===== config.mk =====
export PLATFORM = sky130hd
export DESIGN_NAME = acc_cpu
export DESIGN_NICKNAME = d
export VERILOG_FILES = /design/src/rtl/acc_cpu_pkg.sv /design/src/rtl/acc_cpu_mem.sv /design/src/rtl/acc_cpu_ctrl.sv /design/src/rtl/acc_cpu_dp.sv /design/src/rtl/acc_cpu.sv
export SDC_FILE = /design/constraint.sdc
export NUM_CORES = 2
export LEC_CHECK = 0
export ABC_AREA = 1
export CAP_MARGIN = 20
export CORE_MARGIN = 1.5
export CORE_UTILIZATION = 40
export DETAILED_ROUTE_END_ITERATION = 12
export DONT_BUFFER_PORTS = 1
export GPL_ROUTABILITY_DRIVEN = 0
export PLACE_DENSITY = 0.58
export SLEW_MARGIN = 20
export SYNTH_ARGS = -nofsm -noshare
export SYNTH_HDL_FRONTEND = slang
export SYNTH_HIERARCHICAL = 1
export SYNTH_SLANG_ARGS = --single-unit

===== constraint.sdc =====
create_clock -name clk -period 4.35 [get_ports clk]
set_clock_uncertainty 0.2 [all_clocks]
set_input_delay 0 -clock clk [delete_from_list [all_inputs] [get_ports clk]]
set_output_delay 0 -clock clk [all_outputs]
set_load 0.005 [all_outputs]

===== src/rtl/acc_cpu_pkg.sv =====
package acc_cpu_pkg;

    localparam int OPC_W = 4;

    localparam logic [OPC_W-1:0] OPC_AND = 4'd0;
    localparam logic [OPC_W-1:0] OPC_ADD = 4'd1;
    localparam logic [OPC_W-1:0] OPC_STO = 4'd2;
    localparam logic [OPC_W-1:0] OPC_ISZ = 4'd3;
    localparam logic [OPC_W-1:0] OPC_BUN = 4'd4;
    localparam logic [OPC_W-1:0] OPC_BSB = 4'd5;
    localparam logic [OPC_W-1:0] OPC_HLT = 4'd7;

    // timing step within a phase (sequence counter)
    typedef enum logic [1:0] {
        PH_T0 = 2'd0,
        PH_T1 = 2'd1,
        PH_T2 = 2'd2,
        PH_T3 = 2'd3
    } phase_e;

    // source of a memory write
    typedef enum logic [1:0] {
        WS_ACC = 2'd0,
        WS_PC  = 2'd1,
        WS_MBR = 2'd2
    } wsrc_e;

    typedef struct packed {
        logic  mar_pc;    // address reg <- program counter
        logic  mbr_rd;    // buffer reg <- memory
        logic  pc_inc;    // program counter + 1
        logic  dec;       // address reg <- address field
        logic  acc_and;
        logic  acc_add;
        logic  mbr_inc;
        logic  pc_jmp;    // program counter <- address reg
        logic  pc_jmp1;   // program counter <- address reg + 1
        logic  mem_we;
        wsrc_e wsrc;
    } ctl_t;

endpackage


===== src/rtl/acc_cpu_mem.sv =====
module acc_cpu_mem #(
    parameter int WORD_W = 16,
    parameter int MEM_AW = 8
) (
    input  logic              clk,
    input  logic              cpu_we,
    input  logic [MEM_AW-1:0] cpu_idx,
    input  logic [WORD_W-1:0] cpu_wdata,
    input  logic              ld_we,
    input  logic [MEM_AW-1:0] ld_idx,
    input  logic [WORD_W-1:0] ld_wdata,
    output logic [WORD_W-1:0] rdata
);
    localparam int DEPTH = 1 << MEM_AW;

    logic [WORD_W-1:0] mem_q [DEPTH];

    always_ff @(posedge clk) begin
        if (cpu_we) begin
            mem_q[cpu_idx] <= cpu_wdata;
        end else if (ld_we) begin
            mem_q[ld_idx] <= ld_wdata;
        end
    end

    assign rdata = mem_q[cpu_idx];

endmodule


===== src/rtl/acc_cpu_ctrl.sv =====
module acc_cpu_ctrl
    import acc_cpu_pkg::*;
(
    input  logic             clk,
    input  logic             rst,
    input  logic             start,
    input  logic [OPC_W-1:0] opc_i,
    input  logic             mbr_zero_i,
    output ctl_t             ctl_o,
    output logic             run_o
);
    logic             s_q;   // run flip-flop
    logic             f_q;   // 0 fetch, 1 execute
    phase_e           sc_q;  // sequence counter
    logic [OPC_W-1:0] ir_q;

    // state register process
    always_ff @(posedge clk) begin
        if (rst) begin
            s_q  <= 1'b0;
            f_q  <= 1'b0;
            sc_q <= PH_T0;
            ir_q <= '0;
        end else if (!s_q) begin
            if (start) begin
                s_q <= 1'b1;
            end
        end else begin
            sc_q <= phase_e'(sc_q + 2'd1);
            if (sc_q == PH_T3) begin
                f_q <= ~f_q;
            end
            if (!f_q && sc_q == PH_T2) begin
                ir_q <= opc_i;
            end
            if (f_q && sc_q == PH_T3 && ir_q == OPC_HLT) begin
                s_q <= 1'b0;
            end
        end
    end

    // output process
    always_ff @(posedge clk) begin : p_unused
    end

    always_comb begin
        ctl_o      = '0;
        ctl_o.wsrc = WS_ACC;
        if (s_q) begin
            if (!f_q) begin
                unique case (sc_q)
                    PH_T0: ctl_o.mar_pc = 1'b1;
                    PH_T1: begin
                        ctl_o.mbr_rd = 1'b1;
                        ctl_o.pc_inc = 1'b1;
                    end
                    PH_T2: ctl_o.dec = 1'b1;
                    PH_T3: ;
                endcase
            end else begin
                unique case (sc_q)
                    PH_T0: ctl_o.mbr_rd = 1'b1;
                    PH_T1: begin
                        case (ir_q)
                            OPC_AND: ctl_o.acc_and = 1'b1;
                            OPC_ADD: ctl_o.acc_add = 1'b1;
                            OPC_STO: ctl_o.mem_we  = 1'b1;
                            OPC_ISZ: ctl_o.mbr_inc = 1'b1;
                            OPC_BUN: ctl_o.pc_jmp  = 1'b1;
                            OPC_BSB: begin
                                ctl_o.mem_we  = 1'b1;
                                ctl_o.wsrc    = WS_PC;
                                ctl_o.pc_jmp1 = 1'b1;
                            end
                            default: ;
                        endcase
                    end
                    PH_T2: begin
                        if (ir_q == OPC_ISZ) begin
                            ctl_o.mem_we = 1'b1;
                            ctl_o.wsrc   = WS_MBR;
                            ctl_o.pc_inc = mbr_zero_i;
                        end
                    end
                    PH_T3: ;
                endcase
            end
        end
    end

    assign run_o = s_q;

    // the last fetch step hands over to the first execute step
    a_r3_fetch_to_exec: assert property (@(posedge clk) disable iff (rst)
        (s_q && !f_q && sc_q == PH_T3) |=> (s_q && f_q && sc_q == PH_T0));

    // a halt ends its execute phase in the stopped state
    a_r10_halt_stops: assert property (@(posedge clk) disable iff (rst)
        (s_q && f_q && sc_q == PH_T3 && ir_q == OPC_HLT) |=> (!s_q && !f_q && sc_q == PH_T0));

    // the sequence counter does not move while stopped
    a_r2_seq_frozen: assert property (@(posedge clk) disable iff (rst)
        (!s_q) |=> ($stable(sc_q) && $stable(f_q)));

endmodule


===== src/rtl/acc_cpu_dp.sv =====
module acc_cpu_dp
    import acc_cpu_pkg::*;
#(
    parameter int WORD_W = 16,
    parameter int ADDR_W = 12,
    parameter int MEM_AW = 8
) (
    input  logic              clk,
    input  logic              rst,
    input  logic              run_i,
    input  ctl_t              ctl_i,
    input  logic [WORD_W-1:0] rdata_i,
    output logic [MEM_AW-1:0] idx_o,
    output logic [WORD_W-1:0] wdata_o,
    output logic [OPC_W-1:0]  opc_o,
    output logic              mbr_zero_o,
    output logic [WORD_W-1:0] acc_o,
    output logic              ext_o,
    output logic [ADDR_W-1:0] pc_o
);
    localparam logic [ADDR_W-1:0] A_ONE = ADDR_W'(1);
    localparam logic [WORD_W-1:0] W_ONE = WORD_W'(1);

    logic [ADDR_W-1:0] pc_q;
    logic [ADDR_W-1:0] mar_q;
    logic [WORD_W-1:0] mbr_q;
    logic [WORD_W-1:0] acc_q;
    logic              e_q;
    logic [WORD_W:0]   sum;

    assign sum = {1'b0, acc_q} + {1'b0, mbr_q};

    always_ff @(posedge clk) begin
        if (rst) begin
            pc_q  <= '0;
            mar_q <= '0;
            mbr_q <= '0;
            acc_q <= '0;
            e_q   <= 1'b0;
        end else begin
            if (ctl_i.mar_pc)  mar_q <= pc_q;
            if (ctl_i.dec)     mar_q <= mbr_q[ADDR_W-1:0];
            if (ctl_i.mbr_rd)  mbr_q <= rdata_i;
            if (ctl_i.mbr_inc) mbr_q <= mbr_q + W_ONE;
            if (ctl_i.pc_inc)  pc_q  <= pc_q + A_ONE;
            if (ctl_i.pc_jmp)  pc_q  <= mar_q;
            if (ctl_i.pc_jmp1) pc_q  <= mar_q + A_ONE;
            if (ctl_i.acc_and) acc_q <= acc_q & mbr_q;
            if (ctl_i.acc_add) {e_q, acc_q} <= sum;
        end
    end

    always_comb begin
        unique case (ctl_i.wsrc)
            WS_PC:   wdata_o = {{(WORD_W-ADDR_W){1'b0}}, pc_q};
            WS_MBR:  wdata_o = mbr_q;
            default: wdata_o = acc_q;
        endcase
    end

    assign idx_o      = mar_q[MEM_AW-1:0];
    assign opc_o      = mbr_q[WORD_W-1 -: OPC_W];
    assign mbr_zero_o = (mbr_q == '0);
    assign acc_o      = acc_q;
    assign ext_o      = e_q;
    assign pc_o       = pc_q;

    // architectural registers frozen while stopped
    a_r2_hold_when_stopped: assert property (@(posedge clk) disable iff (rst)
        (!run_i) |=> ($stable(pc_q) && $stable(acc_q) && $stable(e_q)));

    // the program counter moves only on fetch advance, branch or skip steps
    a_r3_pc_quiet: assert property (@(posedge clk) disable iff (rst)
        (run_i && !ctl_i.pc_inc && !ctl_i.pc_jmp && !ctl_i.pc_jmp1) |=> $stable(pc_q));

    // the extension bit is touched only by an add
    a_r4_ext_only_on_add: assert property (@(posedge clk) disable iff (rst)
        (!ctl_i.acc_add) |=> $stable(e_q));

endmodule


===== src/rtl/acc_cpu.sv =====
module acc_cpu
    import acc_cpu_pkg::*;
#(
    parameter int WORD_W = 16,
    parameter int ADDR_W = 12,
    parameter int MEM_AW = 8
) (
    input  logic              clk,
    input  logic              rst,
    input  logic              start,
    input  logic              ld_en,
    input  logic [MEM_AW-1:0] ld_addr,
    input  logic [WORD_W-1:0] ld_data,
    output logic [WORD_W-1:0] acc_o,
    output logic              ext_o,
    output logic [ADDR_W-1:0] pc_o,
    output logic              run_o
);
    ctl_t              ctl;
    logic              run;
    logic [OPC_W-1:0]  opc;
    logic              mbr_zero;
    logic [MEM_AW-1:0] idx;
    logic [WORD_W-1:0] wdata;
    logic [WORD_W-1:0] rdata;
    logic              ld_we;

    assign ld_we = ld_en & ~run;

    acc_cpu_ctrl u_ctrl (
        .clk        (clk),
        .rst        (rst),
        .start      (start),
        .opc_i      (opc),
        .mbr_zero_i (mbr_zero),
        .ctl_o      (ctl),
        .run_o      (run)
    );

    acc_cpu_dp #(
        .WORD_W (WORD_W),
        .ADDR_W (ADDR_W),
        .MEM_AW (MEM_AW)
    ) u_dp (
        .clk        (clk),
        .rst        (rst),
        .run_i      (run),
        .ctl_i      (ctl),
        .rdata_i    (rdata),
        .idx_o      (idx),
        .wdata_o    (wdata),
        .opc_o      (opc),
        .mbr_zero_o (mbr_zero),
        .acc_o      (acc_o),
        .ext_o      (ext_o),
        .pc_o       (pc_o)
    );

    acc_cpu_mem #(
        .WORD_W (WORD_W),
        .MEM_AW (MEM_AW)
    ) u_mem (
        .clk       (clk),
        .cpu_we    (ctl.mem_we),
        .cpu_idx   (idx),
        .cpu_wdata (wdata),
        .ld_we     (ld_we),
        .ld_idx    (ld_addr),
        .ld_wdata  (ld_data),
        .rdata     (rdata)
    );

    assign run_o = run;

    // no processor write and preload write can coincide
    a_r12_single_writer: assert property (@(posedge clk) disable iff (rst)
        !(ctl.mem_we && ld_we));

endmodule


; ---- After elaboration in Yosys (flattened, before gate mapping)
; Memories as Yosys holds them, arrays and structs flattened. A register that Yosys moved wholly into a read port is not among the register bits.
; Cells that the tools add are included.
[totals]
ff_bits = 65
latch_bits = 0
mem_bits_rw = 4096
rom_bits = 0
input_bits = 28
out_inout_bits = 30
wordCells = 88
n_memories = 1
[mem_list]
columns = memory, words, word_bits, read_ports, rd_clocked_by_memory_dff, write_ports, line
row1 = u_mem.mem_q, 256, 16, 1, 1, 1, acc_cpu_mem.sv:16  ; logic [WORD_W-1:0] mem_q [DEPTH];
[op_classes]
n_addsub = 5
multipliers = 0
div = 0
order_cmp = 0
eq_ne = 11
shifts = 0
n_mux = 43
bitwise = 4
reduce_logical = 15
[ops]
columns = cell, count
row1 = 16-bit two-way mux, 5
row2 = 12-bit two-way mux, 6
row3 = 8-bit two-way mux, 4
row4 = 16-bit case mux with 2 select lines, 1
row5 = "12-bit by 1-bit adder with 12-bit output, second input constant", 2
row6 = 1-bit two-way mux, 22
row7 = 16-bit by 16-bit adder with 17-bit output, 1
row8 = "16-bit by 1-bit adder with 16-bit output, second input constant", 1
row9 = 16-bit AND, 1
row10 = 16-bit logical NOT, 1
row11 = 16-bit OR reduction, 1
row12 = "4-bit by 3-bit equality test with 1-bit output, second input constant", 3
row13 = "4-bit by 2-bit equality test with 1-bit output, second input constant", 2
row14 = "2-bit equality test, second input constant", 3
row15 = 3-bit case mux with 2 select lines, 1
row16 = 2-bit nonzero test, 3
row17 = 5-bit two-way mux, 1
row18 = "2-bit by 1-bit equality test with 1-bit output, second input constant", 2
row19 = "4-bit by 1-bit equality test with 1-bit output, second input constant", 1
row20 = 4-bit logical NOT, 1
row21 = 2-bit two-way mux, 2
row22 = 2-bit AND reduction, 2
row23 = 1-bit logical AND, 3
row24 = 3-bit two-way mux, 1
row25 = other kinds (7), 8

; ---- Logic depth before layout (Yosys ltp)
[depth]
word_depth = 10
depth_mapped = 20
depth_no_buf = 16

; ---- Hierarchy
; Netlist, hierarchy kept.
[by_module_without_submodules]
columns = module, n_inst, cells_per_inst, area_each_um2, seq_area_each_um2
row1 = acc_cpu_mem, 1, 13642, 166455.9, 122998.0
row2 = acc_cpu_dp, 1, 757, 4724.5, 1141.1
row3 = acc_cpu_ctrl, 1, 84, 535.5, 160.2
row4 = acc_cpu, 1, 2, 10.0, 0.0

; ---- Least setup slack after synthesis
; Ideal clock, no wire load.
[synth_timing]
path_type = flip-flop to flip-flop
start = reg u_ctrl.sc_q[0]
end = mem u_mem.mem_q[0][12], data pin
setup_time_ps = 557
arrival_time_ps = 3757
required_ps = 3593
setup_slack_ps = -163
stages_incl_launch_ff = 12
n_path_buf = 1
period_less_slack_ps = 4513
path_cell_list = dfxtp_1 inv_1 ha_1 inv_1 nor3_2 inv_1 ha_1 clkinv_1 clkbuf_1 nand3_1 o21ai_0 mux2_2
[synth_rtl]
columns = element, line
row1 = start: declaration, acc_cpu_ctrl.sv:14  ; phase_e sc_q;
row2 = start signal: assignment, acc_cpu_ctrl.sv:29  ; sc_q <= phase_e'(sc_q + 2'd1);
row3 = end: declaration, acc_cpu_mem.sv:16

==> impl_metrics.env <==
export IMPL_drtIter0Drc=15300
export IMPL_grt_pass1_wl_mm=746
export IMPL_status="finished clean"
export IMPL_postSynthCellCount=14500
export IMPL_clockBufferDepth=4
export IMPL_grt_remaining_overflow=0
export IMPL_numPortBuffers=0
export IMPL_grt_max_degree=147
export IMPL_cpPeakStageDelay_ps=540
export IMPL_viasPerCell=5.50
export IMPL_wirelength_mm=518
export IMPL_grt_pass1_vias=106000
export IMPL_initial_utilization_pct=40.2
export IMPL_cp_cell_sequence="inv_1 -> ha_1 -> nand3_1 -> inv_1 -> nand3_1 -> nand3_1 -> inv_1 -> nand2_8 -> buf_4 -> nand2_1 -> o21ai_2 -> inv_2 -> nor2_4 -> nand2_2 -> nor2_1 -> buf_4"
export IMPL_drtPass1Iterations=7
export IMPL_wl_per_cell_um=25.0
export IMPL_synth_area_leaders="edfxtp_1 72%, nand3_1 12%, nand2_1 9.6%, buf_2 1.6%, buf_6 1.3%"
export IMPL_cts_root_buffer_cell="clkbuf_16"
export IMPL_max_freq_mhz=242
export IMPL_async_flop_share_pct=0
export IMPL_period_share_pct=94.8
export IMPL_ir_drop_mv=0.329
export IMPL_tightest_slew_ps=984
export IMPL_p_seq_share_pct=48.6
export IMPL_cts_inserted_buffers=425
export IMPL_num_vias=114000
export IMPL_ys_seq_area_share_pct=72.4
export IMPL_synthFlopType="edfxtp_1"
export IMPL_switchingPower_uw=23800
export IMPL_dp_cells=19900
export IMPL_core_area_um2=427000
export IMPL_synth_xor_xnor_area_share_pct=0.0510
export IMPL_grt_usage_pct=23.3
export IMPL_r2r_end="u_mem/mem_q[217][13]"
export IMPL_layout_area_seq_um2=124000
export IMPL_internal_power_uw=67300
export IMPL_crit_reg2reg_launch="u_ctrl/sc_q[0]"
export IMPL_final_nets=14700
export IMPL_synth_common_cells="4414 x nand2_1, 4096 x edfxtp_1, 4092 x nand3_1"
export IMPL_synth_top_family_by_area="simple AND/OR/NAND/NOR gates"
export IMPL_synth_adder_area_share_pct=0.201
export IMPL_worstPathRequired_ps=4820
export IMPL_clkPwrFrac_pct=39.7
export IMPL_post_synth_top_count_cell="nand2_1"
export IMPL_synth_edf_count=4096
export IMPL_arrival_ps=4600
export IMPL_hold_class="input port to flip-flop"
export IMPL_wl_met2_mm=236
export IMPL_maxUsedRoutingLayer="met5"
export IMPL_path_max_fanout=16
export IMPL_syn_cell_area_um2=172000
export IMPL_dp_hpwl_mm=313
export IMPL_yosysWarningCount=6
export IMPL_die_w_um=658
export IMPL_power_density_nw_per_um2=468
export IMPL_hold_start="ld_data[12]"
export IMPL_synthMuxAreaShare_pct=0.105
export IMPL_synthSimpleGateAreaFrac_pct=22.6
export IMPL_route_detailed_drc=0
export IMPL_num_io_pins=58
export IMPL_finalSetupTns_ps=0
export IMPL_rsz0062_at_grt="false"
export IMPL_worstSetupPathType="flip-flop to flip-flop"
export IMPL_cts_max_level=5
export IMPL_syn_num_nets=14500
export IMPL_clk_latency_ps=1020
export IMPL_final_max_slew_viol_count=0
export IMPL_clkSlewWorstSetupHoldPaths_ps=60
export IMPL_worst_setup_path_end_kind="flip-flop"
export IMPL_dr_wl_met3_mm=44.9
export IMPL_wl_met1_mm=213
export IMPL_synth_top_area_share_pct=71.6
export IMPL_setup_viol_count_final=0
export IMPL_p_leak_uw=0.0687
export IMPL_hold_end="u_mem/mem_q[16][12]"
export IMPL_fillers=38400
export IMPL_syn2layout_area_growth_pct=13.4
export IMPL_holdPathStages=2
export IMPL_detail_route_antenna_nets=0
export IMPL_fp_dieH_um=658
export IMPL_yosysTopAreaCell="edfxtp_1"
export IMPL_ys_ff_latch=4161
export IMPL_swShare_pct=26.1
export IMPL_power_frac_comb_pct=11.7
export IMPL_placementRows=240
export IMPL_cts_tree="done"
export IMPL_crit_slowest_cell="nor2_1"
export IMPL_finalHoldViolCount=0
export IMPL_reg2reg_setup_slack_ps=230
export IMPL_final_cells=20700
export IMPL_multi_input_area_um2=41100
export IMPL_cap_viol_max_count=0
export IMPL_yosysUniqueCellTypes=58
export IMPL_antenna_found_initial=27
export IMPL_start_kind="flip-flop"
export IMPL_syn_area_per_cell_um2=11.9
export IMPL_ff2ff_path_depth=16
export IMPL_slew_headroom_pct=34.2
export IMPL_drive_gt1_share_pct=9.83
export IMPL_finalCriticalPeriod_ps=4120
export IMPL_cts_sinks=4161
export IMPL_synth_compound_area_share_pct=0.710
export IMPL_die_area_um2=433000
timing repair:
action                                 in CTS  in global routing
gates resized for setup                     1                  2
endpoints found under the hold margin    7381                 16
setup buffers                               0                  0
setup endpoints to repair                  15                104
hold buffers                               36                  1
worst max-delay path: cells and delay by family, from the launching register on:
kind / cells / cell delay [ps]
flip-flops: 1 / 350
adder cells (fa/ha/maj): 1 / 310
buffers and inverters: 6 / 870
AO/OA/AOI/OAI: 1 / 90
AND/OR/NAND/NOR: 8 / 1910
routing by layer:
metal / up-vias / GRT usage, %
li1: 51900 / -
met1: 56100 / 32.5
met2: 5243 / 36.1
met3: 912 / 3.99
met4: 2 / 9.61
met5: - / 0
placed cells by master (no fill, tap or decap), drive strengths merged, types with 2 or more instances in the layout:
cell type / count
o211ai: 8
clkinv: 216
or2: 4
a31o: 3
nand4: 7
buf: 724
o31ai: 3
nand3: 4097
edfxtp: 4096
o221ai: 14
a21oi: 79
ha: 26
nand2: 4425
nor2: 358
diode: 11
mux2: 16
a31oi: 22
nand3b: 3
inv: 180
dlygate4sd3: 34
dfxtp: 65
clkbuf: 497
nor3: 18
xor2: 9
a211oi: 2
bufinv: 43
clkinvlp: 11
o22ai: 5
o21ai: 63
final cells by class:
type                            instances  area share (%)
Sequential cell                      4161            63.9
Multi-Input combinational cell       9173            21.1
Clock buffer                          497            5.62
Timing Repair Buffer                  758            4.01
Tap cell                             5687            3.65
Clock inverter                        280            1.38
Inverter                              170           0.356
Antenna cell                           11          0.0141
metrics by stage:
step	area (um2)	power [uW]	hold slack [ps]	utilization, %	setup WS [ps]
CTS	195000	91300	18.2	45.6	16.2
global placement	181000	55500	-127	42.3	-96.5
finish	195000	91100	74.3	45.6	225
global route	195000	93600	50.3	45.6	21.4
floorplan	172000	51200	-131	-	-79.4
detailed placement	181000	55500	-126	42.3	-1.88
how the worst max path moves through the flow:
stage,start,endpoint,slack [ps],cells past startpoint
floorplan,u_ctrl/sc_q[0],u_mem/mem_q[0][13],-80,11
global placement,u_ctrl/sc_q[0],u_mem/mem_q[141][9],-100,18
detailed placement,u_ctrl/sc_q[0],u_mem/mem_q[141][9],-2,18
CTS,u_ctrl/sc_q[0],u_mem/mem_q[22][3],20,12
global route,u_ctrl/sc_q[0],u_mem/mem_q[186][5],20,17
finish,u_ctrl/sc_q[0],u_mem/mem_q[217][13],230,16
power groups by stage:
stage	combinational, uW	sequential (uW)	clock [uW]
final	10700	44300	36200
after global routing	11300	44200	38100
after global placement	10400	45100	0
after floorplan	6130	45100	0
after CTS	10500	44200	36600
after detailed placement	10400	45100	0
logic make-up (layout without fill, tap and decap cells):
family / after synthesis / in the layout
multiplexers: 16 / 16
flip-flops: 4161 / 4161
adder cells (fa/ha/maj): 27 / 27
buffers and inverters: 1151 / 1705
AND/OR/NAND/NOR: 8914 / 8914
AO/OA/AOI/OAI: 206 / 206
other: 0 / 11
XOR/XNOR: 10 / 10
flip-flops by register name, summed over array words and instances, names as in the netlist:
| name | cells |
|---|---|
| u_ctrl/ir_q | 4 |
| u_dp/mar_q | 12 |
| u_dp/pc_o | 12 |
| u_dp/acc_o | 16 |
| u_ctrl/run_o | 1 |
| u_ctrl/f_q | 1 |
| u_ctrl/sc_q | 2 |
| u_dp/mbr_q | 16 |
| u_dp/ext_o | 1 |
| u_mem/mem_q | 4096 |
Power figures use the tool's default switching activity.
